**src/rtl/zcu_pkg.sv**
```systemverilog
package zcu_pkg;

  localparam int NUM_POINTS = 4;
  localparam int SEL_W      = $clog2(NUM_POINTS);
  localparam int CODE_W     = 4;
  localparam int MODE_W     = 2;

  typedef enum logic {
    ST_IDLE = 1'b0,
    ST_WAIT = 1'b1
  } zcuState_t;

  // Strobes from the control to the datapath
  typedef struct packed {
    logic latchPoint;
    logic restartTimer;
    logic countEnable;
  } zcuStrobes_t;

  // Detection-point code: bit 0 is the first bit received
  function automatic logic [SEL_W-1:0] decodePoint(input logic [CODE_W-1:0] code);
    logic [SEL_W-1:0] sel;
    unique case (code)
      4'b0001: sel = 2'd1;
      4'b0010: sel = 2'd2;
      4'b0011: sel = 2'd3;
      default: sel = 2'd0;
    endcase
    return sel;
  endfunction

  function automatic logic waitsForCrossing(input logic [MODE_W-1:0] mode);
    return (mode == 2'b00);
  endfunction

endpackage

```
**src/rtl/zcu_datapath.sv**
```systemverilog
module zcu_datapath
  import zcu_pkg::*;
#(
  parameter int SYNC_STAGES   = 2,
  parameter int TIMEOUT_TICKS = 25
) (
  input  logic                  clk,
  input  logic                  rst_n,
  input  zcuStrobes_t           strobes,
  input  logic [CODE_W-1:0]     pointBits,
  input  logic [NUM_POINTS-1:0] zcIn,
  input  logic                  timerTick,
  output logic                  selEdge,
  output logic                  timeoutHit,
  output logic [SEL_W-1:0]      detectSel
);

  localparam int CNT_W = $clog2(TIMEOUT_TICKS + 1);
  localparam logic [CNT_W-1:0] LAST_COUNT = CNT_W'(TIMEOUT_TICKS - 1);

  logic [NUM_POINTS-1:0] edgeVec;
  logic [SEL_W-1:0]      selReg;
  logic [CNT_W-1:0]      tickCount;

  // Per-line synchronizer followed by a rising-edge detector
  for (genvar i = 0; i < NUM_POINTS; i++) begin : g_line
    logic [SYNC_STAGES-1:0] syncChain;
    logic                   prevLevel;

    always_ff @(posedge clk or negedge rst_n) begin
      if (!rst_n) begin
        syncChain <= '0;
        prevLevel <= 1'b0;
      end else begin
        syncChain <= {syncChain[SYNC_STAGES-2:0], zcIn[i]};
        prevLevel <= syncChain[SYNC_STAGES-1];
      end
    end

    assign edgeVec[i] = syncChain[SYNC_STAGES-1] & ~prevLevel;
  end

  // Detection point is taken from every load, whatever the mode
  always_ff @(posedge clk or negedge rst_n) begin
    if (!rst_n) begin
      selReg <= '0;
    end else if (strobes.latchPoint) begin
      selReg <= decodePoint(pointBits);
    end
  end

  // No-signal timeout counter
  always_ff @(posedge clk or negedge rst_n) begin
    if (!rst_n) begin
      tickCount <= '0;
    end else if (strobes.restartTimer) begin
      tickCount <= '0;
    end else if (strobes.countEnable && timerTick && (tickCount != LAST_COUNT)) begin
      tickCount <= tickCount + 1'b1;
    end
  end

  assign timeoutHit = strobes.countEnable && timerTick && (tickCount == LAST_COUNT);
  assign selEdge    = edgeVec[selReg];
  assign detectSel  = selReg;

endmodule

```
**src/rtl/zcu_control.sv**
```systemverilog
module zcu_control
  import zcu_pkg::*;
(
  input  logic              clk,
  input  logic              rst_n,
  input  logic              loadStrobe,
  input  logic [MODE_W-1:0] zcModeBits,
  input  logic              selEdge,
  input  logic              timeoutHit,
  output zcuStrobes_t       strobes,
  output logic              commitStrobe
);

  zcuState_t state;

  always_comb begin
    strobes.latchPoint   = loadStrobe;
    strobes.restartTimer = loadStrobe;
    strobes.countEnable  = (state == ST_WAIT) && !loadStrobe;
  end

  // A load wins over a crossing or timeout in the same cycle
  always_ff @(posedge clk or negedge rst_n) begin
    if (!rst_n) begin
      state        <= ST_IDLE;
      commitStrobe <= 1'b0;
    end else if (loadStrobe) begin
      if (waitsForCrossing(zcModeBits)) begin
        state        <= ST_WAIT;
        commitStrobe <= 1'b0;
      end else begin
        state        <= ST_IDLE;
        commitStrobe <= 1'b1;
      end
    end else if ((state == ST_WAIT) && (selEdge || timeoutHit)) begin
      state        <= ST_IDLE;
      commitStrobe <= 1'b1;
    end else begin
      commitStrobe <= 1'b0;
    end
  end

endmodule

```
**src/rtl/zc_update_ctrl.sv**
```systemverilog
module zc_update_ctrl
  import zcu_pkg::*;
#(
  parameter int SYNC_STAGES   = 2,
  parameter int TIMEOUT_TICKS = 25
) (
  input  logic       clk,
  input  logic       rst_n,
  input  logic       loadStrobe,
  input  logic [1:0] zcModeBits,
  input  logic [3:0] pointBits,
  input  logic [3:0] zcIn,
  input  logic       timerTick,
  output logic       commitStrobe,
  output logic [1:0] detectSel
);

  zcuStrobes_t strobes;
  logic        selEdge;
  logic        timeoutHit;

  zcu_control u_control (
    .clk          (clk),
    .rst_n        (rst_n),
    .loadStrobe   (loadStrobe),
    .zcModeBits   (zcModeBits),
    .selEdge      (selEdge),
    .timeoutHit   (timeoutHit),
    .strobes      (strobes),
    .commitStrobe (commitStrobe)
  );

  zcu_datapath #(
    .SYNC_STAGES   (SYNC_STAGES),
    .TIMEOUT_TICKS (TIMEOUT_TICKS)
  ) u_datapath (
    .clk        (clk),
    .rst_n      (rst_n),
    .strobes    (strobes),
    .pointBits  (pointBits),
    .zcIn       (zcIn),
    .timerTick  (timerTick),
    .selEdge    (selEdge),
    .timeoutHit (timeoutHit),
    .detectSel  (detectSel)
  );

endmodule

```
**config.mk**
```make
export PLATFORM = sky130hd
export DESIGN_NAME = zc_update_ctrl
export DESIGN_NICKNAME = d
export VERILOG_FILES = /design/src/rtl/zcu_pkg.sv /design/src/rtl/zcu_datapath.sv /design/src/rtl/zcu_control.sv /design/src/rtl/zc_update_ctrl.sv
export SDC_FILE = /design/constraint.sdc
export NUM_CORES = 1
export LEC_CHECK = 0
export ABC_AREA = 1
export BUFFER_PORTS_ARGS = -buffer_cell sky130_fd_sc_hd__clkbuf_2
export CAP_MARGIN = 20
export CORE_AREA = 2 2 47 49
export DETAILED_ROUTE_END_ITERATION = 6
export DIE_AREA = 0 0 49 51
export GPL_ROUTABILITY_DRIVEN = 0
export GPL_TIMING_DRIVEN = 0
export PLACE_DENSITY_LB_ADDON = 0.3
export SETUP_SLACK_MARGIN = 0.3
export SLEW_MARGIN = 40
export SYNTH_ARGS = -nofsm -noshare
export SYNTH_HDL_FRONTEND = slang
export SYNTH_HIERARCHICAL = 1
export SYNTH_SLANG_ARGS = --single-unit
export TNS_END_PERCENT = 10
```
**constraint.sdc**
```tcl
create_clock -name clk -period 1 [get_ports clk]
set_input_delay 0.05 -clock clk [delete_from_list [all_inputs] [get_ports clk]]
set_output_delay 0.05 -clock clk [all_outputs]
set_load 0.01 [all_outputs]
```
Word level (Yosys, flattened, before mapping). Index checks and enable logic that the tools add are counted.

Bits in registers: 21. Bits in latches: 0. Memory bits (writable): 0. Bits in read-only memories: 0. Bits of input ports: 14. Memories: 0.

Add/sub/neg operators: 1. Multipliers: 0. Div/mod/pow operators: 0. $lt $le $gt $ge: 1. Eq/ne operators: 5. Shift-type cells: 0. Mux-type cells: 11. Bitwise operators: 8. Reduce and logical (&&, ||, !) cells: 10.

Operators by type and width (number): $mux 5 (2); $eq 4x2->1 const B (2); $mux 1 (7); $pmux 2 s3 (1); $add 5x1->5 const B (1); $eq 5x5->1 const B (1); $logic_and 1x1->1 (5); $ne 5x5->1 const B (1); $and 1x1->1 (4); $eq 4x1->1 const B (1); $not 1->1 (4); $reduce_bool 2->1 (2); $lt 2x3->1 const B (1); $bmux 1 s2 (1); $logic_not 2->1 (1); $logic_not 1->1 (1); $logic_or 1x1->1 (1).

Logic depth before layout (Yosys ltp). Gate-level depths: netlist of the first run.

Depth after elaboration: 8. Gate-level depth with buffers: 10. Gate-level depth less buffers: 10.

Modules after synthesis. Netlist of the first run, hierarchy kept.

Modules (own cells, without submodules): zcu_datapath (times used 1, cells an instance 76, area each 769.5 µm², sequential area each 475.5 µm²); zcu_control (times used 1, cells an instance 16, area each 116.4 µm², sequential area each 50.0 µm²).

Worst setup path after synthesis of the first run. Ideal clock, no wire load.

Path type: reg-to-reg. Start: register u_datapath.tickCount[0]. End: register u_control.commitStrobe. Data arrival time: 1.088 ns. Data required time: 0.935 ns. Slack: -0.153 ns. Cell stages (with the launch flop): 9. Cell sequence: dfrtp_1 > inv_1 > ha_1 > nand4_4 > nor2_1 > inv_1 > nand2_1 > nand3_1 > nand2_1.

Longest elaborated chain between the ends: 6.

RTL lines: start: declaration (line zcu_datapath.sv:23) `logic [CNT_W-1:0] tickCount;`; start signal: assignment (line zcu_datapath.sv:59) `tickCount <= tickCount + 1'b1;`; $eq 5x5->1 (line zcu_datapath.sv:63) `assign timeoutHit = strobes.countEnable && timerTick && (tickCount == LAST_COUNT);`; $logic_and 1x1->1 (line zcu_datapath.sv:63); named net timeoutHit (line zc_update_ctrl.sv:20) `logic timeoutHit;`; $logic_or 1x1->1 (line zcu_control.sv:35) `end else if ((state == ST_WAIT) && (selEdge || timeoutHit)) begin`; $logic_and 1x1->1 (line zcu_control.sv:35); $mux 1 (line zcu_control.sv:35); $mux 1 (line zcu_control.sv:27) `end else if (loadStrobe) begin`; end signal: assignment (line zcu_control.sv:26) `commitStrobe <= 1'b0;`; end signal: assignment (line zcu_control.sv:30) `commitStrobe <= 1'b0;`; end signal: assignment (line zcu_control.sv:37) `commitStrobe <= 1'b1;`; end: declaration (line zcu_control.sv:11) `output logic commitStrobe`.

The timed path passes the listed nets, and every way through them passes these cells. A chain may end at the register's enable or synchronous reset.

Worst setup path in the final report of the first run.
Start: register u_datapath.tickCount[0]. End: register u_datapath.tickCount[2].

Longest elaborated chain between the ends: 3.

RTL lines: $add 5x1->5 / $ne 5x5->1 (equally long branches) (line zcu_datapath.sv:59, zcu_datapath.sv:58); $mux 5 / $logic_and 1x1->1 (equally long branches) (line zcu_datapath.sv:58) `end else if (strobes.countEnable && timerTick && (tickCount != LAST_COUNT)) begin`; $mux 5 / $reduce_bool 2->1 (equally long branches).

Parallel ways exist; a longest one is shown, timed or not. The select of a mux whose other input is x is not followed.

==> results of run 1 <==
power breakdown:
group | total (mW) | leakage, nW | internal [mW] | switching [mW]
logic | 0.155 | 0.312 | 0.0780 | 0.0775
clock network | 0.417 | 0.0139 | 0.152 | 0.265
registers | 0.905 | 0.262 | 0.886 | 0.0185
total | 1.48 | 0.588 | 1.12 | 0.360
cells by family after synthesis:
group                      synth area share, %
buffers and inverters                     7.63
and+or+nand+nor                           24.3
AOI/OAI and AO/OA                         5.93
DFF                                       59.3
adders and majority gates                 2.82
worst max-delay path by stage:
stage,start,endpoint,cells past startpoint
after detailed placement,u_datapath/tickCount[0],u_control/commitStrobe,8
after floorplan,u_datapath/tickCount[0],u_control/commitStrobe,8
after global routing,u_datapath/tickCount[0],u_control/commitStrobe,8
after global placement,u_datapath/tickCount[0],u_control/commitStrobe,8
final,u_datapath/tickCount[0],u_datapath/tickCount[2],6
after CTS,u_datapath/tickCount[0],u_control/commitStrobe,8
per-stage QoR:
step / hold slack (ns) / cells / power, mW / TNS [ns]
after detailed placement: 0.0434 / 136 / 1.05 / -1.30
after global placement: 0.0329 / 136 / 1.04 / -1.07
after CTS: 0.00137 / 153 / 1.49 / -1.11
final: -0.0105 / 153 / 1.48 / -1.14
after global routing: 0.000967 / 153 / 1.55 / -1.75
after floorplan: -0.246 / 92 / 0.981 / -0.588
registers in the layout, indices dropped and copies added, names as in the netlist:
name,cells
u_datapath/g_line.syncChain,8
u_datapath/tickCount,5
u_datapath/g_line.prevLevel,4
u_datapath/detectSel,2
u_control/commitStrobe,1
u_control/state,1
critical path, delay by kind of cell (launching register included):
family	cells	cell delay, ns
flip-flops	1	0.45
adder cells (fa/ha/maj)	1	0.23
AND/OR/NAND/NOR	4	0.42
buffers and inverters	1	0.06
area by class of cell:
| cell class | count | area [um2] |
|---|---|---|
| Tap cell | 28 | 35.0 |
| Sequential cell | 21 | 526 |
| Timing Repair Buffer | 29 | 200 |
| Multi-Input combinational cell | 55 | 308 |
| Clock inverter | 1 | 7.51 |
| Buffer | 2 | 15.0 |
| Fill cell | 188 | 897 |
| Inverter | 14 | 52.6 |
| Clock buffer | 3 | 22.5 |
layer usage:
layer  wire [um]  track usage, %  vias to the layer above
met3          95            3.22                        5
met2         741            24.9                       28
met1         647            17.0                      319
met5           0               0                        -
li1            -               -                      358
met4          22            5.71                        0
Yosys cell counts, drive strengths merged:
master / n / share of area (%)
dfrtp: 21 / 59
o22ai: 1 / 0.71
a21oi: 1 / 0.99
nand3: 9 / 5.1
nand2: 24 / 12
o21bai: 1 / 0.85
nor3: 1 / 0.56
o21ai: 6 / 3.4
inv: 14 / 5.9
nand4: 4 / 4.5
buf: 2 / 1.7
nor2: 6 / 2.5
ha: 2 / 2.8
timing repair:
item                                    in CTS  in global routing
pin swaps                                    1                  1
endpoints found under the hold margin       29                  0
hold buffers                                 9                  0
gates resized for setup                      3                  7
setup buffers                                4                  0
endpoints found under the setup margin      10                 20
cloned                                       0                  0
==> out/metrics.cfg, run 1 <==
[timing]
period_share_pct=120
hold_slack_ns=-0.0105
fin_worst_skew_ns=0.00100
fmax_mhz=831
layout_setup_ws_ns=-0.203
rsz0062_at_grt=yes
finalSetupViolCount=7
period_minus_slack_ns=1.20
worst_pin_slew_ns=0.447
finalHoldViolCount=2
slew_viol_final=0
relSlewSlack_pct=70.2

[routing]
wl_um=1510
firstDrtPassIters=4
drcViolationCount=0
wl_per_cell_um=9.84
vias_per_cell=4.64
drt_iter0_markers=7
vias=710
ant_nets=0

[synthesis]
seq_area_frac_synth_pct=59.3
avgSynthCellArea_um2=9.63
synthesis.nets=108
netlist_area_um2=886
synth.distinct_cells=18
synth_seq_cells=21
syn_inst=92
yosysWarnings=6

[layout]
layout_common_cells=21 x nand2_1, 21 x dfrtp_1, 12 x clkbuf_2, 9 x dlygate4sd3_1, 9 x nand3_1
drive_above_1_share_pct=32.0
area_delta_synth_final_pct=31.6
fin_util_pct=56.5
stdcell_area_mm2=0.00117
nNetsFinal=142
antenna_cells=0

[critical_path]
worstPathMaxFanout=4
cpMaxStageDelayCell=dfrtp_1
path_cells=ha_1, nand2_1, inv_1, nor3_1, nand2_1, nand2_1
worstReg2RegStart=u_datapath/tickCount[0]
path_common_cell=nand2_1
crit_path_start_kind=flip-flop
required_ns=1.25
reg2reg_slack_ns=-0.20
arrival_ns=1.45
reg2reg_to=u_datapath/tickCount[2]
critPathCaptureType=flip-flop
crit_type=reg -> reg
slowest_delay_ns=0.45
worstRegToRegCells=6

[clocking]
cts_buffer_depth=2
clk_latency_ns=0.30
cts_tree=done
clockRootBuffer=clkbuf_4
numCtsBuffers=3
cts-htree-levels=1
clkSinkCount=21
clk_pin_slew_ns=0.12

[placement]
place_area_mm2=0.00100
io_buffers=16
hpwl_um=1020
pre_cts_ws_ns=-0.250

[global_route]
track_usage_pct=14.2
grt_antenna_before_repair=0
grt.overflow.total=0
grt_max_degree=22
grt_pass1_wl_um=2680
grt_pass1_vias=646

[power_and_ir_drop]
pwr_density_cell_mw_per_mm2=1270
max-vdd-ir-drop_mv=0.821
p_leak_nw=0.588

[floorplan]
die-area_mm2=0.00250
initial_core_util_pct=42.9
die_y_um=51
core_mm2=0.00206
die_w_um=49
ios=17
rows=17

[min_path]
hp-class=in -> reg
whs_path_depth=4
hold_start=pointBits[2]
min_to=u_datapath/detectSel[0]

[status]
status=complete, but fails checks
violations=negative hold slack, negative setup slack

[run]
maxCapViolations=0

Power figures use the tool's default switching activity.
==> inputs of run 2 (changes only) <==
--- a/config.mk
+++ b/config.mk
@@ -6,8 +6,7 @@
 export NUM_CORES = 1
 export LEC_CHECK = 0
 export ABC_AREA = 1
-export BUFFER_PORTS_ARGS = -buffer_cell sky130_fd_sc_hd__clkbuf_2
-export CAP_MARGIN = 20
+export BUFFER_PORTS_ARGS = -buffer_cell sky130_fd_sc_hd__buf_2
 export CORE_AREA = 2 2 47 49
 export DETAILED_ROUTE_END_ITERATION = 6
 export DIE_AREA = 0 0 49 51
==> out/metrics.cfg, run 2 (synthesis gave the netlist of run 1 again) <==
[status]
status=complete, but fails checks
violations=negative hold slack, negative setup slack

[floorplan]
initial_core_util_pct=42.9
die_w_um=49
rows=17
die_y_um=51
ios=17
core_mm2=0.00206
die-area_mm2=0.00250

[clocking]
cts_tree=done
clk_latency_ns=0.31
postCtsHoldBufs=9
cts-htree-levels=1
clk_pin_slew_ns=0.13
clockRootBuffer=clkbuf_4
numCtsBuffers=3
cts_buffer_depth=2
clkSinkCount=21

[routing]
firstDrtPassIters=4
ant_nets=0
vias_per_cell=4.72
drt_iter0_markers=8
drcViolationCount=0
vias=736
wl_per_cell_um=10.4
wl_um=1620

[critical_path]
required_ns=1.26
worstPathMaxFanout=3
slowest_delay_ns=0.42
crit_path_start_kind=flip-flop
path_cells=buf_4, ha_2, nand2_2, inv_1, nand3_1, nand2_1, a21oi_2
crit_type=reg -> reg
critPathCaptureType=flip-flop
cpMaxStageDelayCell=dfrtp_1
arrival_ns=1.43

[power_and_ir_drop]
pwr_density_cell_mw_per_mm2=1250
power_mw=1.50
max-vdd-ir-drop_mv=0.838
p_leak_nw=0.600

[timing]
fin_worst_skew_ns=0.00207
fmax_mhz=855
rsz0062_at_grt=yes
finalHoldViolCount=1
hold_slack_ns=-0.0188
period_share_pct=117
relSlewSlack_pct=69.6
period_minus_slack_ns=1.17
worst_pin_slew_ns=0.456
layout_setup_ws_ns=-0.169
slew_viol_final=0
finalSetupViolCount=7

[placement]
hpwl_um=1050
io_buffers=16
pre_cts_ws_ns=-0.230

[layout]
drive_above_1_share_pct=36.7
nNetsFinal=145
largest_register_ffs=8
antenna_cells=0
area_delta_synth_final_pct=35.2
final_common_cell=dfrtp_1
layout_common_cells=21 x dfrtp_1, 20 x nand2_1, 16 x buf_2
reg_top3=u_datapath/g_line.syncChain x8, u_datapath/tickCount x5, u_datapath/g_line.prevLevel x4
regMostFlops=u_datapath/g_line.syncChain

[global_route]
track_usage_pct=14.7
grt_antenna_before_repair=0
grt_max_degree=22
grt_pass1_wl_um=2720
grt.overflow.total=0
grt_pass1_vias=663

[min_path]
hp-class=in -> reg

[run]
maxCapViolations=0

==> run 2: cell types whose count changed in the layout (fill, tap and decap cells not counted), sizes merged <==
| cell | delta |
|---|---|
| buf | +15 |
| clkbuf | -12 |
==> run 2: per-stage QoR <==
step	utilization [%]	area [um2]	setup TNS [ns]	std cells
finish	58.0	1200	-0.986	156
global route	58.0	1200	-1.50	156
CTS	56.5	1170	-1.20	154
detailed placement	48.6	1000	-1.22	136
global placement	48.6	1000	-1.06	136
floorplan	-	888	-0.588	92
==> run 2: critical path: cells and delay by family (launching register included) <==
family | cells | cell delay [ns]
AOI/OAI and AO/OA | 1 | 0.11
adders and majority gates | 1 | 0.18
buffers and inverters | 2 | 0.20
DFF | 1 | 0.42
and+or+nand+nor | 3 | 0.20
==> run 2: layout make-up <==
cell class,instances,area (um2)
multi-input combinational,55,317
clock buffer,3,22.5
clock inverter,1,7.51
timing repair buffer,32,223
inverter,14,52.6
buffer,2,15.0
tap,28,35.0
sequential,21,526
fill,183,866
==> run 2: repair_timing <==
action,CTS,global route
hold endpoints to repair,29,2
pin swaps,3,4
endpoints found under the setup margin,10,12
setup buffers,5,2
gates resized for setup,2,8
==> run 2: final timing paths <==
check | slack, ns | startpoint | cells after the start | end
max in group asynchronous | 0.49 | rst_n | 2 | u_datapath/g_line[2].prevLevel
setup / recovery | -0.17 | u_datapath/tickCount[0] | 7 | u_datapath/tickCount[4]
hold / removal | -0.02 | pointBits[2] | 4 | u_datapath/detectSel[0]
min in group asynchronous | 0.20 | rst_n | 2 | u_datapath/g_line[1].prevLevel
hold reg to reg | 0.36 | u_datapath/g_line[1].syncChain[0] | 0 | u_datapath/g_line[1].syncChain[1]
setup reg to reg | -0.17 | u_datapath/tickCount[0] | 7 | u_datapath/tickCount[4]
==> run 2: power breakdown <==
group	switching, mW	internal (mW)	total, mW
clock network	0.283	0.153	0.436
logic	0.0808	0.0806	0.161
registers	0.0179	0.887	0.904
==> run 2: per-layer routing <==
metal / vias to the layer above / part of all wire (%) / global-route usage [%]
li1: 368 / - / -
met1: 346 / 46 / 17.6
met2: 18 / 48 / 24.0
met3: 4 / 4.3 / 2.92
met4: 0 / 1.6 / 10.0
met5: - / 0 / 0
==> inputs of run 3 (changes only) <==
--- a/config.mk
+++ b/config.mk
@@ -7,9 +7,11 @@
 export LEC_CHECK = 0
 export ABC_AREA = 1
 export BUFFER_PORTS_ARGS = -buffer_cell sky130_fd_sc_hd__buf_2
-export CORE_AREA = 2 2 47 49
+export CORE_AREA = 2 2 46 48
+export CTS_BUF_LIST = sky130_fd_sc_hd__clkbuf_8
+export CTS_CLUSTER_SIZE = 10
 export DETAILED_ROUTE_END_ITERATION = 6
-export DIE_AREA = 0 0 49 51
+export DIE_AREA = 0 0 48 50
 export GPL_ROUTABILITY_DRIVEN = 0
 export GPL_TIMING_DRIVEN = 0
 export PLACE_DENSITY_LB_ADDON = 0.3
==> out/metrics.cfg, run 3 (synthesis gave the netlist of run 1 again) <==
[status]
status=complete, but fails checks
violations=negative setup slack

[power_and_ir_drop]
p_leak_nw=0.578
combPwrFrac_pct=9.3
pwr_density_cell_mw_per_mm2=1380
power_mw=1.62
power.internal_mw=1.24
swShare_pct=23.3
max-vdd-ir-drop_mv=0.999
switchingPower_uw=377
p_clk_share_pct=34.6
p_seq_share_pct=56.1

[global_route]
grt_antenna_before_repair=0
track_usage_pct=15.6
grt_max_degree=22
grt_pass1_vias=665
met3_usage_pct=2.20
grt.met2_usage_pct=27.6
grt_pass1_wl_um=2680
grt_use_met1_pct=18.8
gr-max-usage-layer=met2
grt.overflow.total=0

[layout]
regMostFlops=u_datapath/g_line.syncChain
layoutNonFillerInstCount=148
antenna_cells=0
drive_above_1_share_pct=37.2
final_common_cell=dfrtp_1
area_delta_synth_final_pct=31.9
largest_register_ffs=8
fin_util_pct=61.4
layout_common_cells=21 x dfrtp_1, 20 x nand2_1, 15 x buf_2, 9 x nand3_1, 8 x inv_2
stdcell_area_mm2=0.00117
nNetsFinal=138
reg_top3=u_datapath/g_line.syncChain x8, u_datapath/tickCount x5, u_datapath/g_line.prevLevel x4

[timing]
fmax_mhz=845
finalSetupViolCount=7
finalHoldViolCount=0
hold_slack_ns=0.0212
fin_worst_skew_ns=0.00188
worst_pin_slew_ns=0.443
finalSetupTns_ns=-1.15
period_minus_slack_ns=1.18
slew_viol_final=0
rsz0062_at_grt=yes
layout_setup_ws_ns=-0.184
period_share_pct=118
relSlewSlack_pct=70.5

[placement]
io_buffers=16
place_inst=135
place_area_mm2=0.00100
pre_cts_ws_ns=-0.233
hpwl_um=1080

[min_path]
hp-class=in -> reg

[critical_path]
arrival_ns=1.33
required_ns=1.15
slowest_delay_ns=0.42
path_common_cell=nand2_4
crit_path_start_kind=flip-flop
worstPathMaxFanout=6
crit_type=reg -> reg
path_cells=inv_2, ha_4, nand4_4, nand2_4, nand2_4, nand2_2, nand2_1
crit_buf_inv=1
critPathCaptureType=flip-flop
cpMaxStageDelayCell=dfrtp_1
crit_family=flip-flops

[routing]
vias=701
drcViolationCount=0
wl_per_cell_um=11.4
firstDrtPassIters=3
wl_um=1690
drt_iter0_markers=7
ant_nets=0
vias_per_cell=4.74

[clocking]
clockRootBuffer=clkbuf_8
clkSinkCount=21
cts-htree-levels=1
numCtsBuffers=3
clk_pin_slew_ns=0.08
clk_latency_ns=0.26
cts_tree=done
cts_buffer_depth=2

[floorplan]
die_y_um=50
ios=17
die_w_um=48
die-area_mm2=0.00240
initial_core_util_pct=46.6
core_mm2=0.00190
rows=16

[run]
maxCapViolations=0

==> run 3: tightest hold or removal path, cell delays in order <==
cell and delay, ns:
buf_2 0.07, nand3_1 0.06, o21ai_0 0.06
==> run 3: layer usage <==
metal | part of all wire [%] | vias to the layer above
met2 | 53 | 16
met5 | 0 | -
met3 | 3.7 | 2
li1 | - | 349
met1 | 43 | 334
met4 | 0.35 | 0
==> run 3: power groups by stage <==
stage | sequential (mW) | clock [mW] | combinational (mW)
global route | 0.910 | 0.614 | 0.170
floorplan | 0.922 | 0 | 0.0584
detailed placement | 0.923 | 0 | 0.123
global placement | 0.920 | 0 | 0.118
CTS | 0.905 | 0.572 | 0.144
finish | 0.906 | 0.559 | 0.150
==> run 3: area by class of cell <==
| type | instances | area (um2) |
|---|---|---|
| fill | 166 | 733 |
| clock inverter | 1 | 7.51 |
| clock buffer | 3 | 41.3 |
| tap | 27 | 33.8 |
| timing repair buffer | 25 | 166 |
| sequential | 21 | 526 |
| buffer | 2 | 15.0 |
| inverter | 14 | 52.6 |
| multi-input combinational | 55 | 327 |
==> run 3: timing repair <==
action,in CTS,in global routing
endpoints found under the setup margin,10,11
setup buffers,3,1
hold endpoints to repair,25,0
hold buffers,5,0
resized for setup,4,8
pin swaps,3,3
==> run 3: path summary, 6_finish.rpt <==
| check | cells past startpoint | start | slack [ns] | to |
|---|---|---|---|---|
| max | 7 | u_datapath/tickCount[0] | -0.18 | u_datapath/tickCount[2] |
| min | 3 | pointBits[1] | 0.02 | u_datapath/detectSel[1] |
| max reg2reg | 7 | u_datapath/tickCount[0] | -0.18 | u_datapath/tickCount[2] |
| min reg2reg | 0 | u_datapath/g_line[1].syncChain[0] | 0.35 | u_datapath/g_line[1].syncChain[1] |
| max in group asynchronous | 2 | rst_n | 0.42 | u_datapath/tickCount[3] |
| min in group asynchronous | 2 | rst_n | 0.27 | u_datapath/detectSel[0] |
